`config.mk`:
```
export PLATFORM = sky130hd
export DESIGN_NAME = vpt_translator
export DESIGN_NICKNAME = d
export VERILOG_FILES = /design/src/rtl/vpt_pkg.sv /design/src/rtl/vpt_tlb.sv /design/src/rtl/vpt_flush_q.sv /design/src/rtl/vpt_translator.sv
export SDC_FILE = /design/constraint.sdc
export NUM_CORES = 2
export LEC_CHECK = 0
export BUFFER_PORTS_ARGS = -buffer_cell sky130_fd_sc_hd__clkbuf_2
export CAP_MARGIN = 40
export CELL_PAD_IN_SITES_DETAIL_PLACEMENT = 0
export CELL_PAD_IN_SITES_GLOBAL_PLACEMENT = 1
export CORE_ASPECT_RATIO = 1.4
export CORE_MARGIN = 2
export CORE_UTILIZATION = 50
export DETAILED_ROUTE_END_ITERATION = 6
export MAX_ROUTING_LAYER = met4
export PLACE_DENSITY = 0.91
export SETUP_SLACK_MARGIN = 0.1
export SYNTH_ARGS = -nofsm -noshare
export SYNTH_HDL_FRONTEND = slang
export SYNTH_SLANG_ARGS = --single-unit
export TNS_END_PERCENT = 20
```
`constraint.sdc`:
```
create_clock -name clk -period 7.73 [get_ports clk]
set_input_delay 1.1595 -clock clk [delete_from_list [all_inputs] [get_ports clk]]
set_output_delay 1.1595 -clock clk [all_outputs]
set_load 0.005 [all_outputs]
```
`src/rtl/vpt_pkg.sv`:
```
package vpt_pkg;
    localparam int PG_BITS = 12;

    typedef enum logic [1:0] {
        FLT_NONE   = 2'd0,
        FLT_MISS   = 2'd1,
        FLT_XLATE  = 2'd2,
        FLT_ABSENT = 2'd3
    } flt_e;

    typedef enum logic [2:0] {
        ST_IDLE,
        ST_PROBE_L1,
        ST_PROBE_L2,
        ST_PTE_L1,
        ST_PTE_L2,
        ST_FETCH,
        ST_RESP
    } walk_state_e;
endpackage

```
`src/rtl/vpt_tlb.sv`:
```
module vpt_tlb #(
    parameter int ENTRIES = 4,
    parameter int VPN_W   = 20,
    parameter int PPN_W   = 20
) (
    input  logic             clk,
    input  logic             rst_n,
    input  logic [VPN_W-1:0] lk_vpn,
    output logic             lk_hit,
    output logic [PPN_W-1:0] lk_ppn,
    output logic             lk_wr,
    input  logic             ins_en,
    input  logic [VPN_W-1:0] ins_vpn,
    input  logic [PPN_W-1:0] ins_ppn,
    input  logic             ins_wr,
    input  logic             inv_all,
    input  logic             inv_one,
    input  logic [VPN_W-1:0] inv_vpn
);
    localparam int IDX_W = (ENTRIES > 1) ? $clog2(ENTRIES) : 1;
    localparam logic [IDX_W-1:0] LAST = IDX_W'(ENTRIES - 1);

    logic [ENTRIES-1:0] vld_q, vld_d;
    logic [ENTRIES-1:0] wr_q;
    logic [VPN_W-1:0]   tag_q [ENTRIES];
    logic [PPN_W-1:0]   ppn_q [ENTRIES];
    logic [IDX_W-1:0]   rr_q;

    logic [ENTRIES-1:0] lk_match, ins_match, inv_match;
    logic [IDX_W-1:0]   ins_idx;
    logic               ins_reuse;

    generate
        for (genvar e = 0; e < ENTRIES; e++) begin : g_cmp
            assign lk_match[e]  = vld_q[e] && (tag_q[e] == lk_vpn);
            assign ins_match[e] = vld_q[e] && (tag_q[e] == ins_vpn);
            assign inv_match[e] = vld_q[e] && (tag_q[e] == inv_vpn);
        end
    endgenerate

    // read side: at most one entry matches a page
    always_comb begin
        lk_hit = |lk_match;
        lk_ppn = '0;
        lk_wr  = 1'b0;
        for (int e = 0; e < ENTRIES; e++) begin
            if (lk_match[e]) begin
                lk_ppn = ppn_q[e];
                lk_wr  = wr_q[e];
            end
        end
    end

    // victim: an existing slot for the same page, else the round-robin slot
    always_comb begin
        ins_reuse = |ins_match;
        ins_idx   = rr_q;
        for (int e = 0; e < ENTRIES; e++) begin
            if (ins_match[e]) ins_idx = IDX_W'(e);
        end
    end

    always_comb begin
        vld_d = vld_q;
        if (inv_all)      vld_d = '0;
        else if (inv_one) vld_d = vld_q & ~inv_match;
        if (ins_en)       vld_d[ins_idx] = 1'b1;
    end

    always_ff @(posedge clk or negedge rst_n) begin
        if (!rst_n) begin
            vld_q <= '0;
            rr_q  <= '0;
        end else begin
            vld_q <= vld_d;
            if (ins_en && !ins_reuse) rr_q <= (rr_q == LAST) ? '0 : rr_q + 1'b1;
        end
    end

    always_ff @(posedge clk) begin
        if (ins_en) begin
            tag_q[ins_idx] <= ins_vpn;
            ppn_q[ins_idx] <= ins_ppn;
            wr_q[ins_idx]  <= ins_wr;
        end
    end
endmodule

```
`src/rtl/vpt_flush_q.sv`:
```
module vpt_flush_q #(
    parameter int VPN_W = 20
) (
    input  logic             clk,
    input  logic             rst_n,
    input  logic             inv_valid,
    input  logic             inv_all,
    input  logic [VPN_W-1:0] inv_vpn,
    input  logic             apply,
    output logic             pend_any,
    output logic             pend_all,
    output logic             pend_one,
    output logic [VPN_W-1:0] pend_vpn
);
    logic             all_d, one_d;
    logic [VPN_W-1:0] vpn_d;

    always_comb begin
        all_d = apply ? 1'b0 : pend_all;
        one_d = apply ? 1'b0 : pend_one;
        vpn_d = pend_vpn;
        if (inv_valid) begin
            if (inv_all) begin
                all_d = 1'b1;
            end else if (one_d && (vpn_d != inv_vpn)) begin
                // two different single pages collapse into a full clear
                all_d = 1'b1;
            end else begin
                one_d = 1'b1;
                vpn_d = inv_vpn;
            end
        end
    end

    always_ff @(posedge clk or negedge rst_n) begin
        if (!rst_n) begin
            pend_all <= 1'b0;
            pend_one <= 1'b0;
            pend_vpn <= '0;
        end else begin
            pend_all <= all_d;
            pend_one <= one_d;
            pend_vpn <= vpn_d;
        end
    end

    assign pend_any = pend_all | pend_one;
endmodule

```
`src/rtl/vpt_translator.sv`:
```
module vpt_translator
    import vpt_pkg::*;
#(
    parameter int VA_W       = 32,
    parameter int PA_W       = 32,
    parameter int L1_ENTRIES = 4,
    parameter int L2_ENTRIES = 8
) (
    input  logic                    clk,
    input  logic                    rst_n,
    input  logic                    cfg_walk_en,
    input  logic [VA_W-1:0]         cfg_pt_base,
    input  logic                    req_valid,
    output logic                    req_ready,
    input  logic [VA_W-1:0]         req_vaddr,
    output logic                    rsp_valid,
    output logic [PA_W-1:0]         rsp_paddr,
    output logic                    rsp_writable,
    output logic [1:0]              rsp_fault,
    input  logic                    fill_valid,
    output logic                    fill_ready,
    input  logic [VA_W-PG_BITS-1:0] fill_vpn,
    input  logic [PA_W-PG_BITS-1:0] fill_ppn,
    input  logic                    fill_writable,
    input  logic                    inv_valid,
    input  logic                    inv_all,
    input  logic [VA_W-PG_BITS-1:0] inv_vpn,
    output logic                    mem_rd_req,
    output logic [PA_W-1:0]         mem_rd_addr,
    input  logic                    mem_rd_valid,
    input  logic [PA_W-PG_BITS+1:0] mem_rd_data
);
    localparam int VPN_W = VA_W - PG_BITS;
    localparam int PPN_W = PA_W - PG_BITS;
    localparam int PTE_W = PPN_W + 2;
    localparam int PAD_W = PG_BITS - 3;

    walk_state_e state_q, state_d;

    logic [VA_W-1:0]  va_q;
    logic [PA_W-1:0]  pte_pa_q;
    logic [PA_W-1:0]  res_pa_q;
    logic             res_wr_q;
    flt_e             res_flt_q;

    logic [VPN_W-1:0] vpn1, vpn2, lk_vpn;
    logic [VA_W-1:0]  va2;

    logic             hit1, hit2, wr1, wr2;
    logic [PPN_W-1:0] ppn1, ppn2;

    logic             pte_v, pte_w;
    logic [PPN_W-1:0] pte_ppn;

    logic             pend_any, pend_all, pend_one;
    logic [VPN_W-1:0] pend_vpn;
    logic             apply, kill;
    logic             accept, fill_go, walk_ins, refill1;

    logic             l1_ins, l2_ins;
    logic [VPN_W-1:0] ins_vpn;
    logic [PPN_W-1:0] l1_ins_ppn, l2_ins_ppn;
    logic             l1_ins_wr, l2_ins_wr;
    logic             t_inv_all, t_inv_one;

    // address arithmetic for the linear table
    assign vpn1   = va_q[VA_W-1:PG_BITS];
    assign va2    = cfg_pt_base + {{PAD_W{1'b0}}, vpn1, 3'b000};
    assign vpn2   = va2[VA_W-1:PG_BITS];
    assign lk_vpn = (state_q == ST_PTE_L1 || state_q == ST_PTE_L2) ? vpn2 : vpn1;

    assign pte_v   = mem_rd_data[0];
    assign pte_w   = mem_rd_data[1];
    assign pte_ppn = mem_rd_data[PTE_W-1:2];

    // control strobes
    assign accept   = req_valid && req_ready;
    assign fill_go  = fill_valid && fill_ready;
    assign apply    = (state_q == ST_IDLE) && pend_any;
    assign kill     = pend_all || (inv_valid && inv_all);
    assign walk_ins = (state_q == ST_FETCH) && mem_rd_valid && pte_v && !kill;
    assign refill1  = (state_q == ST_PROBE_L2) && hit2;

    // install and invalidate steering
    always_comb begin
        l1_ins     = fill_go || walk_ins || refill1;
        l2_ins     = fill_go || walk_ins;
        ins_vpn    = fill_go ? fill_vpn : vpn1;
        l2_ins_ppn = fill_go ? fill_ppn : pte_ppn;
        l2_ins_wr  = fill_go ? fill_writable : pte_w;
        l1_ins_ppn = refill1 ? ppn2 : l2_ins_ppn;
        l1_ins_wr  = refill1 ? wr2 : l2_ins_wr;
        t_inv_all  = apply && pend_all;
        t_inv_one  = apply && pend_one && !pend_all;
    end

    vpt_tlb #(.ENTRIES(L1_ENTRIES), .VPN_W(VPN_W), .PPN_W(PPN_W)) u_l1 (
        .clk(clk), .rst_n(rst_n),
        .lk_vpn(lk_vpn), .lk_hit(hit1), .lk_ppn(ppn1), .lk_wr(wr1),
        .ins_en(l1_ins), .ins_vpn(ins_vpn), .ins_ppn(l1_ins_ppn), .ins_wr(l1_ins_wr),
        .inv_all(t_inv_all), .inv_one(t_inv_one), .inv_vpn(pend_vpn)
    );

    vpt_tlb #(.ENTRIES(L2_ENTRIES), .VPN_W(VPN_W), .PPN_W(PPN_W)) u_l2 (
        .clk(clk), .rst_n(rst_n),
        .lk_vpn(lk_vpn), .lk_hit(hit2), .lk_ppn(ppn2), .lk_wr(wr2),
        .ins_en(l2_ins), .ins_vpn(ins_vpn), .ins_ppn(l2_ins_ppn), .ins_wr(l2_ins_wr),
        .inv_all(t_inv_all), .inv_one(t_inv_one), .inv_vpn(pend_vpn)
    );

    vpt_flush_q #(.VPN_W(VPN_W)) u_flush (
        .clk(clk), .rst_n(rst_n),
        .inv_valid(inv_valid), .inv_all(inv_all), .inv_vpn(inv_vpn),
        .apply(apply),
        .pend_any(pend_any), .pend_all(pend_all), .pend_one(pend_one), .pend_vpn(pend_vpn)
    );

    // state register
    always_ff @(posedge clk or negedge rst_n) begin
        if (!rst_n) state_q <= ST_IDLE;
        else        state_q <= state_d;
    end

    // next state
    always_comb begin
        state_d = state_q;
        unique case (state_q)
            ST_IDLE:     if (accept) state_d = ST_PROBE_L1;
            ST_PROBE_L1: state_d = hit1 ? ST_RESP : ST_PROBE_L2;
            ST_PROBE_L2: begin
                if (hit2 || !cfg_walk_en) state_d = ST_RESP;
                else                      state_d = ST_PTE_L1;
            end
            ST_PTE_L1:   state_d = hit1 ? ST_FETCH : ST_PTE_L2;
            ST_PTE_L2:   state_d = hit2 ? ST_FETCH : ST_RESP;
            ST_FETCH:    if (mem_rd_valid) state_d = ST_RESP;
            ST_RESP:     state_d = ST_IDLE;
            default:     state_d = ST_IDLE;
        endcase
    end

    // outputs
    always_comb begin
        req_ready    = (state_q == ST_IDLE) && !pend_any && !inv_valid && !fill_valid;
        fill_ready   = (state_q == ST_IDLE) && !pend_any;
        mem_rd_req   = (state_q == ST_FETCH);
        mem_rd_addr  = pte_pa_q;
        rsp_valid    = (state_q == ST_RESP);
        rsp_paddr    = res_pa_q;
        rsp_writable = res_wr_q;
        rsp_fault    = res_flt_q;
    end

    // request, entry-address and result registers
    always_ff @(posedge clk or negedge rst_n) begin
        if (!rst_n) begin
            va_q      <= '0;
            pte_pa_q  <= '0;
            res_pa_q  <= '0;
            res_wr_q  <= 1'b0;
            res_flt_q <= FLT_NONE;
        end else begin
            unique case (state_q)
                ST_IDLE: if (accept) va_q <= req_vaddr;
                ST_PROBE_L1: if (hit1) begin
                    res_pa_q  <= {ppn1, va_q[PG_BITS-1:0]};
                    res_wr_q  <= wr1;
                    res_flt_q <= FLT_NONE;
                end
                ST_PROBE_L2: begin
                    if (hit2) begin
                        res_pa_q  <= {ppn2, va_q[PG_BITS-1:0]};
                        res_wr_q  <= wr2;
                        res_flt_q <= FLT_NONE;
                    end else if (!cfg_walk_en) begin
                        res_pa_q  <= '0;
                        res_wr_q  <= 1'b0;
                        res_flt_q <= FLT_MISS;
                    end
                end
                ST_PTE_L1: if (hit1) pte_pa_q <= {ppn1, va2[PG_BITS-1:0]};
                ST_PTE_L2: begin
                    if (hit2) begin
                        pte_pa_q <= {ppn2, va2[PG_BITS-1:0]};
                    end else begin
                        res_pa_q  <= '0;
                        res_wr_q  <= 1'b0;
                        res_flt_q <= FLT_XLATE;
                    end
                end
                ST_FETCH: if (mem_rd_valid) begin
                    if (pte_v) begin
                        res_pa_q  <= {pte_ppn, va_q[PG_BITS-1:0]};
                        res_wr_q  <= pte_w;
                        res_flt_q <= FLT_NONE;
                    end else begin
                        res_pa_q  <= '0;
                        res_wr_q  <= 1'b0;
                        res_flt_q <= FLT_ABSENT;
                    end
                end
                ST_RESP: ;
                default: ;
            endcase
        end
    end
endmodule

```
; Word-level counts from Yosys, hierarchy flattened
; Memories as Yosys holds them, arrays and structs flattened.
; Cells that the tools add are included.
[totals]
ff_bits = 153
mem_bits_rw = 480
inputBits = 155
output_inout_bits = 71
word_cells = 266
mem_count = 4
[op_classes]
add_sub_neg = 3
magnitude_cmp = 4
eq_ne = 52
mux = 99
bitwise = 9
reduce_logical = 80
[mem_list]
columns = name, words, word_bits, read_ports, rd_ports_with_merged_regs, wr, line
row1 = u_l2.ppn_q, 8, 20, 8, 0, 1, vpt_tlb.sv:26  ; logic [PPN_W-1:0] ppn_q [ENTRIES];
row2 = u_l2.tag_q, 8, 20, 8, 0, 1, vpt_tlb.sv:25  ; logic [VPN_W-1:0] tag_q [ENTRIES];
row3 = u_l1.ppn_q, 4, 20, 4, 0, 1, vpt_tlb.sv:26
row4 = u_l1.tag_q, 4, 20, 4, 0, 1, vpt_tlb.sv:25
[ops]
columns = cell, count
row1 = $eq 20x20->1, 36
row2 = $mux 20, 16
row3 = $mux 32, 8
row4 = $pmux 32 s4, 1
row5 = $pmux 32 s2, 1
row6 = $logic_and 1x1->1, 55
row7 = $mux 3, 13
row8 = $mux 1, 35
row9 = $add 32x23->32, 1
row10 = $mux 2, 12
row11 = $mux 8, 3
row12 = $ne 20x20->1, 1
row13 = $pmux 3 s6, 1
row14 = $reduce_or 8->1, 2
row15 = $eq 3x3->1 const B, 4
row16 = $mux 4, 3
row17 = $ne 2x2->1 const B, 5
row18 = $and 8x8->8, 1
row19 = $bwmux 8, 1
row20 = $logic_not 1->1, 8
row21 = $not 8->8, 1
row22 = $or 8x8->8, 1
row23 = $pmux 2 s4, 1
row24 = $reduce_or 4->1, 2
row25 = 27 further kinds, 35

; Longest topological paths before layout
[depth]
word_depth = 21
mapped_depth = 23
depth_no_buf = 16

; Modules after synthesis
; Synthesis repeated with hierarchy kept, for this count alone.
[unflattened]
hier_cells = 2923
area_unflattened_um2 = 34580.7
[by_module_without_submodules]
columns = module, n_inst, cells_each, area_each_um2, seq_area_each_um2
row1 = vpt_tlb at u_l2, 1, 1380, 17792.1, 10124.7
row2 = vpt_tlb at u_l1, 1, 662, 8687.1, 5074.9
row3 = vpt_translator, 1, 706, 6547.5, 2552.4
row4 = vpt_flush_q, 1, 175, 1554.0, 550.5

; Worst setup path before layout
; OpenSTA, ideal clock, no wires.
[synth_timing]
path_type = in2reg
start = in fill_valid
end = mem u_l2.ppn_q[3][0], enable pin
setup_ps = 455
arrival_time_ps = 6597
t_required_ps = 7275
slack_ps = 678
cell_stages = 13
path_buffers = 3
path_cell_list = or3b_2 -> clkbuf_1 -> nor2_2 -> buf_2 -> mux2i_1 -> buf_2 -> xnor2_1 -> nor4_1 -> nand4_1 -> o211ai_1 -> and3_1 -> or4b_2 -> a21oi_1
[synth_via]
elab_chain_len = 12
elab_cells_between_ends = 29
classes_between = eq/ne (8) / mux (11) / reduce/logical (10)
[synth_lines]
columns = element, line
row1 = from (decl), vpt_translator.sv:20  ; input logic fill_valid,
row2 = $logic_and 1x1->1 (*), vpt_translator.sv:78  ; assign fill_go = fill_valid && fill_ready;
row3 = $mux 20, vpt_translator.sv:88  ; ins_vpn = fill_go ? fill_vpn : vpn1;
row4 = $eq 20x20->1, vpt_tlb.sv:36  ; assign ins_match[e] = vld_q[e] && (tag_q[e] == ins_vpn);
row5 = $logic_and 1x1->1, vpt_tlb.sv:36
row6 = $mux 3 (8 in a row), vpt_tlb.sv:59  ; if (ins_match[e]) ins_idx = IDX_W'(e);
row7 = to (decl), vpt_tlb.sv:26
; Every way passes the cells marked *; elsewhere a longest branch is shown, timed or not.

; Worst setup path in the final report
[layout_timing]
start = reg va_q[31]
end = mem u_l1.ppn_q[2][11], enable pin
[layout_via]
elab_chain_len = 9
elab_cells_between_ends = 36
classes_between = add/sub (1) / eq/ne (12) / mux (8) / reduce/logical (15)
[layout_lines]
columns = element, line
row1 = from (decl), vpt_translator.sv:40  ; logic [VA_W-1:0] va_q;
row2 = from (signal assigned), vpt_translator.sv:164  ; ST_IDLE: if (accept) va_q <= req_vaddr;
row3 = $add 32x23->32, vpt_translator.sv:68  ; assign va2 = cfg_pt_base + {{PAD_W{1'b0}}, vpn1, 3'b000};
row4 = $mux 20, vpt_translator.sv:70  ; assign lk_vpn = (state_q == ST_PTE_L1 || state_q == ST_PTE_L2) ? vpn2 : vpn1;
row5 = $eq 20x20->1, vpt_tlb.sv:35  ; assign lk_match[e] = vld_q[e] && (tag_q[e] == lk_vpn);
row6 = $logic_and 1x1->1, vpt_tlb.sv:35
row7 = $reduce_or 8->1, vpt_tlb.sv:43  ; lk_hit = |lk_match;
row8 = $logic_and 1x1->1, vpt_translator.sv:82  ; assign refill1 = (state_q == ST_PROBE_L2) && hit2;
row9 = $logic_or 1x1->1, vpt_translator.sv:86  ; l1_ins = fill_go || walk_ins || refill1;
row10 = $mux 1, vpt_tlb.sv:81  ; if (ins_en) begin
row11 = $mux 1 (not written as such), vpt_tlb.sv:83  ; ppn_q[ins_idx] <= ins_ppn;
row12 = to (decl), vpt_tlb.sv:26
; Parallel ways exist; a longest one is shown, timed or not.

==> out/results.tsv <==
metric	value	unit
postCtsSetupRepairBufs	0	
power.ir.vdd_worst	0.000280	V
drt_iter0_markers	5250	
category_of_the_worst_setup_path_launch_point	flip-flop	
fin_max_slew_vios	0	
synth.largest_area_cell	edfxtp_1	
fp.coreArea	79100	um2
mapped_area	39900	um2
synth.net_count	3935	
design_power_total	19.7	mW
mostFrequentLayoutCell	xnor2_1	
antenna_found_initial	13	
share_of_flip_flops_with_an_asynchronous_set_or_reset_after_synthesis	22.3	%
clk_pin_slew_worst_paths	0.07	ns
synthesis.yosys.warnings	0	
dieWidth	243	um
placement.cell_area	44300	um2
p_per_area	422	nW/um2
critical_path_peak_fanout	22	
min_path_type	in2async	
clock-root-buffer	clkbuf_16	
final_cell_area	46800	um2
post_cts_hold_buffer_count	0	
tritoncts	yes	
setup-tns-final	0	ns
post_cts_gate_resize_count	0	
first_global_vias	35800	
ys_dominant_reg_cell	edfxtp_1	
rsz0062_at_grt	false	
initial_core_util	50.4	%
finalSetupViolations	0	
synth_enable_flop_cells	492	
post_route_cells_drive_above_1_share	20.9	%
worst-endpoint-arrival	7.17	ns
floorplan.die_area	82000	um2
max_cap_viol_count	0	
wire_length_of_the_first_global_routing_pass	284	mm
wl_per_cell	40.3	um
num_rows	122	
timing.final.hold_violations	0	
count_of_input_and_output_buffers	225	
track_usage	51.8	%
cts_buffers	69	
clk_latency	0.67	ns
tightest_slew	1.02	ns
post_synth_num_cell_types	119	
htree_num_levels	3	
gp_congestion	1.13	
yosys.area.top_type_share	37.1	%
layout.cells.most_common_list	499 x xnor2_1, 492 x edfxtp_1, 279 x nand2_1	
max-slew-margin-rel	31.3	%
post-route-period-util	88.8	%
drtPass1Iterations	7	
post_synth_main_area_contributors	edfxtp_1 37%, xnor2_1 11%, dfrtp_1 8.9%, xor2_1 4.9%, nand2_1 2.6%	
finClkSkew	0.0625	ns
syn_to_final_growth	17.5	%
cts.path.max_buffers	3	
timing.setup.critical_path_class	reg2reg	
gr-total-overflow	0	
place_hpwl	156	mm
drcViolationCount	0	
vias	36700	
layout.filler_cells	6678	
synthesis.instances	3756	
detail_route.wirelength	210	mm
num_io_pins	226	
layout_min_cycle_time	6.87	ns
highest_clock_rate	0.146	GHz
nets	4253	
clock_sink_count	633	
result_of_the_run	finished clean	
ys_seq_area_share	45.9	%
route.detailed.vias_per_inst	7.06	
synth.ff_latch_count	633	
grt_start_max_net_pins	64	
worst_ep_required_time	8.04	ns
power_leakage	17.1	nW
die_h	338	um
syn-mean-instance-area	10.6	um2
antenna_violating_nets_post_route	0	
cp-end-kind	flip-flop	
[metal layers]
layer / track usage (%) / part of all wire, % / wire length, um / vias to the layer above
met5: - / 0 / 0 / -
met1: 53.3 / 32 / 67000 / 17800
met4: 51.7 / 13 / 26400 / 0
met3: 16.3 / 12 / 24300 / 1135
met2: 77.5 / 44 / 92000 / 2995
li1: - / - / - / 14800
[cell families after synthesis]
family	count (synthesis)	synth area share, %
muxes	125	3.42
xor gates and xnor gates	728	16.1
and+or+nand+nor	1164	15.8
adders and majority gates	24	0.772
AOI/OAI and AO/OA	707	13.7
DFF	633	45.9
buffers and inverters	375	4.22
[worst max-delay path, cell delays in order (launching register included)]
cell,delay [ns]
dfrtp_1,0.55
ha_1,0.89
nand2_1,0.09
or4_1,0.70
or2_4,0.33
a21o_1,0.22
a211oi_4,0.60
buf_6,0.25
buf_12,0.19
xor2_1,0.12
or4_1,0.53
or4_1,0.51
o22ai_1,0.48
o41ai_2,0.13
nand2_1,0.24
nand2_1,0.18
nor2_4,0.14
buf_4,0.34
[power breakdown]
part	internal, mW	switching [mW]
Combinational	3.63	7.85
Sequential	4.21	0.528
Clock	2.00	1.51
Total	9.85	9.89
[path summary, 6_finish.rpt]
kind	slack, ns	depth (start not counted)	start	end
hold reg to reg	0.48	2	rsp_paddr[3]	rsp_paddr[3]
min in group clk	0.48	2	rsp_paddr[3]	rsp_paddr[3]
setup / recovery	0.86	17	va_q[31]	u_l1.ppn_q[2][11]
hold / removal	0.38	1	rst_n	u_l2.vld_q[5]
max in group asynchronous	6.08	2	rst_n	u_l2.vld_q[0]
setup reg to reg	0.86	17	va_q[31]	u_l1.ppn_q[2][11]
[through the flow]
step / hold WS (ns) / utilization (%) / worst slack [ns] / cells
2_1_floorplan: 0.473 / - / 0.678 / 3756
3_3_place_gp: 0.463 / 55.3 / 0.232 / 5022
3_5_place_dp: 0.471 / 56.1 / 0.473 / 5054
4_1_cts: 0.384 / 59.1 / 1.13 / 5182
5_1_grt: 0.405 / 59.2 / 0.765 / 5199
6_report: 0.382 / 59.2 / 0.864 / 5202
[registers in the layout (all words and copies together) (netlist names)]
signal	cells
u_l2.ppn_q	160
u_l2.tag_q	160
u_l1.ppn_q	80
u_l1.tag_q	80
mem_rd_addr	32
rsp_paddr	32
va_q	32
u_flush.pend_vpn	20
u_l2.vld_q	8
u_l2.wr_q	8
u_l1.vld_q	4
u_l1.wr_q	4
state_q	3
u_l2.rr_q	3
rsp_fault	2
u_l1.rr_q	2
rsp_writable	1
u_flush.pend_all	1
u_flush.pend_one	1
[area by class of cell]
type | instances | area, um2 | share of cell area [%]
multi-input combinational | 2748 | 20300 | 43.3
sequential | 633 | 18300 | 39.1
timing repair buffer | 527 | 4170 | 8.91
clock buffer | 88 | 1900 | 4.06
tap | 1054 | 1320 | 2.82
clock inverter | 40 | 462 | 0.986
inverter | 95 | 357 | 0.762
antenna | 17 | 42.5 | 0.0909
[cell usage after synthesis, drive strengths merged, types with 16 or more instances]
cell type and n:
o31ai 19, nand4 169, a31o 18, a211o 20
nand2b 27, a311oi 25, buf 127, o21ai 93
a21o 29, xor2 222, edfxtp 492, a21oi 96
a31oi 23, nand2 285, clkbuf 153, a2111oi 17
or3 31, nor4 108, and4 16, o211ai 23
o311ai 16, a21boi 18, and2 24, mux2i 43
nor3 83, nor2 139, o22ai 25, a22o 23
and3 22, o311a 32, inv 95, a211oi 74
o221ai 23, xnor2 502, or4 23, o2111ai 42
nand3 152, mux2 82, dfrtp 141, ha 23
No activity file was read; power rests on OpenSTA's default activity.
